[config.mk]
export PLATFORM = sky130hd
export DESIGN_NAME = ptw_top
export DESIGN_NICKNAME = d
export VERILOG_FILES = /design/src/rtl/ptw_pkg.sv /design/src/rtl/ptw_datapath.sv /design/src/rtl/ptw_control.sv /design/src/rtl/ptw_top.sv
export SDC_FILE = /design/constraint.sdc
export NUM_CORES = 1
export LEC_CHECK = 0
export ABC_AREA = 0
export BUFFER_PORTS_ARGS = -buffer_cell sky130_fd_sc_hd__buf_2
export CAP_MARGIN = 20
export CORE_ASPECT_RATIO = 1.2
export CORE_UTILIZATION = 40
export CTS_CLUSTER_DIAMETER = 40
export DETAILED_ROUTE_END_ITERATION = 8
export PLACE_DENSITY_LB_ADDON = 0.1
export SLEW_MARGIN = 20
export SYNTH_ARGS = -nofsm -noshare
export SYNTH_HDL_FRONTEND = slang
export SYNTH_SLANG_ARGS = --single-unit
[constraint.sdc]
create_clock -name clk -period 4.75 [get_ports clk]
set_input_delay 1.425 -clock clk [delete_from_list [all_inputs] [get_ports clk]]
set_output_delay 1.425 -clock clk [all_outputs]
set_load 0.1 [all_outputs]
[src/rtl/ptw_pkg.sv]
package ptw_pkg;
  localparam int ADDR_W = 32;

  typedef enum logic [2:0] {
    ST_IDLE, ST_L1_REQ, ST_L1_WAIT, ST_L2_REQ, ST_L2_WAIT, ST_DONE
  } walkState_t;

  typedef enum logic [1:0] {
    SZ_SECTION = 2'd0, SZ_SUPER = 2'd1, SZ_SMALL = 2'd2, SZ_LARGE = 2'd3
  } mapSize_t;

  typedef enum logic [1:0] {
    FLT_NONE = 2'd0, FLT_SECTION = 2'd1, FLT_PAGE = 2'd2
  } faultKind_t;

  // strobes from control to datapath
  typedef struct packed {
    logic latchReq;    // capture va / base on start
    logic selL2Addr;   // address mux: second-level
    logic latchL1;     // capture first-level descriptor
    logic latchL2;     // capture second-level descriptor
    logic finishDis;   // finish with disabled-walk fault
    logic finishL1;    // finish from first-level descriptor
    logic finishL2;    // finish from second-level descriptor
  } ctlStrobe_t;

  // first-level decode results
  typedef struct packed {
    logic isSection;
    logic isTable;
    logic isSuper;
  } l1Kind_t;
endpackage

[src/rtl/ptw_datapath.sv]
module ptw_datapath
  import ptw_pkg::*;
#(
  parameter int VA_W      = 32,
  parameter int L1_IDX_W  = 12,
  parameter int L2_IDX_W  = 8
) (
  input  logic              clk,
  input  logic              rstN,
  input  ctlStrobe_t        stb,
  input  logic [VA_W-1:0]   va,
  input  logic [VA_W-1:0]   ttbBase,
  input  logic [31:0]       memRdata,
  output logic [31:0]       memAddr,
  output l1Kind_t           l1Kind,
  output logic [31:0]       rdataL1Peek,
  output logic [31:0]       paddr,
  output logic [1:0]        sizeCode,
  output logic [3:0]        domain,
  output logic [9:0]        attr,
  output logic              fault,
  output logic [1:0]        faultCode
);
  localparam int SECT_OFF_W  = VA_W - L1_IDX_W;          // 20
  localparam int SUPER_OFF_W = SECT_OFF_W + 4;           // 24
  localparam int TTB_HI_W    = VA_W - L1_IDX_W - 2;      // 18
  localparam int CT_HI_W     = VA_W - L2_IDX_W - 2;      // 22
  localparam int SMALL_OFF_W = SECT_OFF_W - L2_IDX_W;    // 12
  localparam int LARGE_OFF_W = SMALL_OFF_W + 4;          // 16

  logic [VA_W-1:0] vaQ, ttbQ;
  logic [31:0]     l1Q;

  always_ff @(posedge clk) begin
    if (!rstN) begin
      vaQ <= '0;
      ttbQ <= '0;
      l1Q <= '0;
    end else begin
      if (stb.latchReq) begin
        vaQ  <= va;
        ttbQ <= ttbBase;
      end
      if (stb.latchL1) l1Q <= memRdata;
    end
  end

  // address generation
  logic [31:0] l1Addr, l2Addr;
  assign l1Addr = {ttbQ[VA_W-1 -: TTB_HI_W], vaQ[VA_W-1 -: L1_IDX_W], 2'b00};
  assign l2Addr = {l1Q[31 -: CT_HI_W], vaQ[SECT_OFF_W-1 -: L2_IDX_W], 2'b00};
  assign memAddr = stb.selL2Addr ? l2Addr : l1Addr;

  // first-level type decode on live read data
  always_comb begin
    l1Kind.isSection = (memRdata[1:0] == 2'b10);
    l1Kind.isTable   = (memRdata[1:0] == 2'b01);
    l1Kind.isSuper   = memRdata[18];
  end
  assign rdataL1Peek = memRdata;

  // result computation
  logic [31:0] resPa;
  logic [1:0]  resSize, resFlt;
  logic [9:0]  resAttr;
  logic [3:0]  resDom;

  always_comb begin
    resPa   = '0;
    resSize = SZ_SECTION;
    resFlt  = FLT_NONE;
    resAttr = memRdata[11:2];
    resDom  = memRdata[8:5];
    if (stb.finishDis) begin
      resFlt  = FLT_SECTION;
      resAttr = '0;
      resDom  = '0;
    end else if (stb.finishL1) begin
      if (memRdata[1:0] != 2'b10) begin
        resFlt = FLT_SECTION;
      end else if (memRdata[18]) begin
        resSize = SZ_SUPER;
        resPa   = {memRdata[31:SUPER_OFF_W], vaQ[SUPER_OFF_W-1:0]};
      end else begin
        resSize = SZ_SECTION;
        resPa   = {memRdata[31:SECT_OFF_W], vaQ[SECT_OFF_W-1:0]};
      end
    end else if (stb.finishL2) begin
      resDom = l1Q[8:5];
      case (memRdata[1:0])
        2'b00: resFlt = FLT_PAGE;
        2'b01: begin
          resSize = SZ_LARGE;
          resPa   = {memRdata[31:LARGE_OFF_W], vaQ[LARGE_OFF_W-1:0]};
        end
        default: begin
          resSize = SZ_SMALL;
          resPa   = {memRdata[31:SMALL_OFF_W], vaQ[SMALL_OFF_W-1:0]};
        end
      endcase
    end
  end

  logic finishAny;
  assign finishAny = stb.finishDis | stb.finishL1 | stb.finishL2;

  always_ff @(posedge clk) begin
    if (!rstN) begin
      paddr <= '0;
      sizeCode <= '0;
      domain <= '0;
      attr <= '0;
      fault <= 1'b0;
      faultCode <= '0;
    end else if (finishAny) begin
      paddr     <= resPa;
      sizeCode  <= resSize;
      domain    <= resDom;
      attr      <= resAttr;
      fault     <= (resFlt != FLT_NONE);
      faultCode <= resFlt;
    end
  end
endmodule

[src/rtl/ptw_control.sv]
module ptw_control
  import ptw_pkg::*;
(
  input  logic       clk,
  input  logic       rstN,
  input  logic       walkStart,
  input  logic       walkDisable,
  input  logic       memGnt,
  input  logic       memRvalid,
  input  l1Kind_t    l1Kind,
  output ctlStrobe_t stb,
  output logic       memReq,
  output logic       walkBusy,
  output logic       walkDone
);
  walkState_t st, stNext;

  always_ff @(posedge clk) begin
    if (!rstN) st <= ST_IDLE;
    else       st <= stNext;
  end

  always_comb begin
    stNext = st;
    stb    = '0;
    case (st)
      ST_IDLE: if (walkStart) begin
        stb.latchReq = 1'b1;
        if (walkDisable) begin
          stb.finishDis = 1'b1;
          stNext = ST_DONE;
        end else begin
          stNext = ST_L1_REQ;
        end
      end
      ST_L1_REQ: if (memGnt) stNext = ST_L1_WAIT;
      ST_L1_WAIT: if (memRvalid) begin
        if (l1Kind.isTable) begin
          stb.latchL1 = 1'b1;
          stNext = ST_L2_REQ;
        end else begin
          stb.finishL1 = 1'b1;
          stNext = ST_DONE;
        end
      end
      ST_L2_REQ: begin
        stb.selL2Addr = 1'b1;
        if (memGnt) stNext = ST_L2_WAIT;
      end
      ST_L2_WAIT: begin
        stb.selL2Addr = 1'b1;
        if (memRvalid) begin
          stb.finishL2 = 1'b1;
          stNext = ST_DONE;
        end
      end
      ST_DONE: stNext = ST_IDLE;
      default: stNext = ST_IDLE;
    endcase
  end

  assign memReq   = (st == ST_L1_REQ) || (st == ST_L2_REQ);
  assign walkDone = (st == ST_DONE);
  assign walkBusy = (st != ST_IDLE);
endmodule

[src/rtl/ptw_top.sv]
module ptw_top
  import ptw_pkg::*;
#(
  parameter int VA_W     = 32,
  parameter int L1_IDX_W = 12,
  parameter int L2_IDX_W = 8
) (
  input  logic        clk,
  input  logic        rstN,
  input  logic        walkStart,
  input  logic [31:0] va,
  input  logic [31:0] ttbBase,
  input  logic        walkDisable,
  output logic        walkBusy,
  output logic        memReq,
  output logic [31:0] memAddr,
  input  logic        memGnt,
  input  logic        memRvalid,
  input  logic [31:0] memRdata,
  output logic        walkDone,
  output logic [31:0] paddr,
  output logic [1:0]  sizeCode,
  output logic [3:0]  domain,
  output logic [9:0]  attr,
  output logic        fault,
  output logic [1:0]  faultCode
);
  ctlStrobe_t  stb;
  l1Kind_t     l1Kind;
  logic [31:0] rdataPeek;

  ptw_control ctl_i (
    .clk, .rstN, .walkStart, .walkDisable, .memGnt, .memRvalid,
    .l1Kind, .stb, .memReq, .walkBusy, .walkDone
  );

  ptw_datapath #(.VA_W(VA_W), .L1_IDX_W(L1_IDX_W), .L2_IDX_W(L2_IDX_W)) dp_i (
    .clk, .rstN, .stb, .va, .ttbBase, .memRdata, .memAddr, .l1Kind,
    .rdataL1Peek(rdataPeek), .paddr, .sizeCode, .domain, .attr, .fault, .faultCode
  );
endmodule

==> flow_metrics.env <==
export IMPL_utilization_pct=53.4
export IMPL_status="finished clean"
export IMPL_drive_gt1_share_pct=32.1
export IMPL_rows=45
export IMPL_yosysTopAreaCell="dfxtp_1"
export IMPL_rrSetupSlack_ps=2250
export IMPL_finalSetupViolations=0
export IMPL_placed_cell_area_mm2=0.00618
export IMPL_ios=188
export IMPL_cts_root_buffer="clkbuf_16"
export IMPL_clk_pin_slew_ps=50
export IMPL_clockBufferDepth=2
export IMPL_dr_pass1_iters=5
export IMPL_leakage_nw=2.93
export IMPL_post_route_period_util_pct=84.9
export IMPL_synth_area_mm2=0.00523
export IMPL_vdd_drop_max_uv=232
export IMPL_initial_utilization_pct=41.1
export IMPL_p_per_area_mw_per_mm2=494
export IMPL_crit_fanout=30
export IMPL_critPathKind="reg -> out"
export IMPL_slew_headroom_pct=30.7
export IMPL_nFillCells=1251
export IMPL_crit_arrival_ps=2610
export IMPL_die_h_um=127
export IMPL_grt_pass1_vias=4605
export IMPL_fin_cells=943
export IMPL_vias=4856
export IMPL_worst_slew_pin_transition_ps=1030
export IMPL_final_area_mm2=0.00679
export IMPL_wl_per_cell_um=16.0
export IMPL_pre_cts_ws_ps=1160
export IMPL_crit_path_end_kind="output pin"
export IMPL_drtAntennaViolNets=0
export IMPL_drt_iter0_markers=262
export IMPL_die_area_mm2=0.0135
export IMPL_area_growth_pct=29.7
export IMPL_hold_viol=0
export IMPL_maxCapViolCount=0
export IMPL_grt_pass1_wl_um=23900
export IMPL_ctsHoldBuffers=0
export IMPL_ys_seq_area_share_pct=49.7
export IMPL_worst_ep_required_time_ps=3320
export IMPL_gp_congestion=0.815
export IMPL_ctsResizeCount=0
export IMPL_post_cts_buffers=0
export IMPL_layout_nets=870
export IMPL_port_buffers=171
export IMPL_vias_per_cell=5.15
export IMPL_track_usage_pct=22.8
export IMPL_syn_instance_count=616
export IMPL_antenna_found_initial=1
export IMPL_synthTopCellsByArea="dfxtp_1 (50%), nand2_1 (12%), a21oi_1 (7.9%), mux2_2 (7.3%), a22oi_1 (5.5%)"
export IMPL_skew_ps=5.31
export IMPL_max_freq_mhz=248
export IMPL_cts_made_buffers=17
export IMPL_fin_crit_ps=4030
export IMPL_grt_max_degree=68
export IMPL_clock_sinks=130
export IMPL_cts_tree="done"
export IMPL_synth_edf_count=0
export IMPL_crit_path_start_kind="flip-flop"
export IMPL_drc=0
export IMPL_synth_top_area_share_pct=49.7
export IMPL_routed_wl_um=15100
export IMPL_grt_overflow_total=0
export IMPL_die_w_um=106
export IMPL_async_flop_share_pct=0
export IMPL_fin_ws_ps=717
export IMPL_drv_slew=0
export IMPL_dp_final_hpwl_um=10200
export IMPL_synth_avg_cell_area_um2=8.50
export IMPL_ys_dominant_reg_cell="dfxtp_1"
export IMPL_design_core_area_mm2=0.0127
export IMPL_ys_ff_latch=130
export IMPL_htree_levels=4
export IMPL_min_path_type="reg -> reg"
export IMPL_yosysUniqueCellTypes=40
export IMPL_setup_tns_final_ps=0
export IMPL_rsz0062_at_grt="no"
export IMPL_yosys_warnings=0
export IMPL_place_inst=913
export IMPL_clock_latency_ps=410
==> power breakdown <==
group	switching, mW	leakage, nW	internal, mW	total [mW]
sequential	0.0519	1.06	1.16	1.21
clock	0.435	0.292	0.886	1.32
combinational	0.637	1.59	0.189	0.826
==> path summary, 6_finish.rpt <==
check        cells after the start                       from                           to
max                              6   ctl_i.st[1]$_SDFFE_PN0P_                  memAddr[31]
min                              2  dp_i.vaQ[31]$_SDFFE_PN0P_    dp_i.vaQ[31]$_SDFFE_PN0P_
max reg2reg                      6   ctl_i.st[2]$_SDFFE_PN0P_  dp_i.paddr[30]$_SDFFE_PN0P_
min reg2reg                      2  dp_i.vaQ[31]$_SDFFE_PN0P_    dp_i.vaQ[31]$_SDFFE_PN0P_
==> cell usage in the layout (no fill, tap or decap), drive strengths merged, types with 3 or more instances in the layout <==
cell type,count
a21oi,83
a222oi,5
a22o,4
a22oi,38
a31oi,6
and3,3
buf,181
bufinv,3
clkbuf,25
dfxtp,130
inv,3
mux2,34
nand2,165
nand2b,5
nand3,6
nor2,51
nor3,4
o21a,3
o21ai,7
==> cells by family (layout without fill, tap and decap cells) <==
kind of cell	after synthesis	in the layout	synth area share, %
DFF	130	130	49.7
other	1	3	0.0717
and+or+nand+nor	243	243	19.5
AOI/OAI and AO/OA	153	153	18.3
buffers and inverters	52	213	4.57
xor gates and xnor gates	1	1	0.167
muxes	36	36	7.70
==> critical path, stage by stage (launching register included) <==
cell and delay [ps]:
dfxtp_1 480, nor2_1 340, nand2_1 170, o21ai_4 90, buf_4 390, mux2_2 390
buf_2 300
==> state kept, by name, indices dropped and copies added, names as in the netlist, 2 cells and up <==
signal and count:
dp_i.domain 4, dp_i.ttbQ 18, ctl_i.st 3, dp_i.paddr 32, dp_i.l1Q 26, dp_i.faultCode 2
dp_i.sizeCode 2, dp_i.vaQ 32, dp_i.attr 10
==> Yosys cell counts, types with 2 or more instances <==
library cell,number
mux2i_1,2
a31oi_1,5
buf_2,14
buf_4,7
nand2b_1,5
o21a_1,3
a22oi_1,38
a32oi_1,2
a22o_1,4
inv_1,2
mux2_2,34
nand2_1,165
nand3_1,6
o21ai_0,6
nor2_1,50
nor3_1,4
and3_1,3
dfxtp_1,130
a21oi_1,83
o211ai_1,2
a222oi_1,5
clkbuf_1,28
==> through the flow <==
stage | hold WS, ps | power, mW
3_5_place_dp | 445 | 2.06
6_report | 451 | 3.36
3_3_place_gp | 439 | 2.04
2_1_floorplan | 433 | 1.88
4_1_cts | 453 | 3.39
5_1_grt | 462 | 3.49
==> metal layers <==
metal	track usage [%]	vias to the layer above	share of wire (%)
li1	-	2411	-
met1	28.1	2268	44
met2	37.7	163	48
met3	5.92	14	6.4
met4	9.35	0	1.2
met5	0	-	0
==> layout make-up <==
type	instances	area [um^2]	area share (%)
flip-flops and latches	130	2600	38.3
multi-input cells	435	2410	35.5
repair buffers	181	951	14.0
clock buffers	25	505	7.44
well taps	164	205	3.02
clock inverters	4	97.6	1.44
inverters	3	13.8	0.203
diodes	1	2.50	0.0369
(Power assumes the default switching activity.)
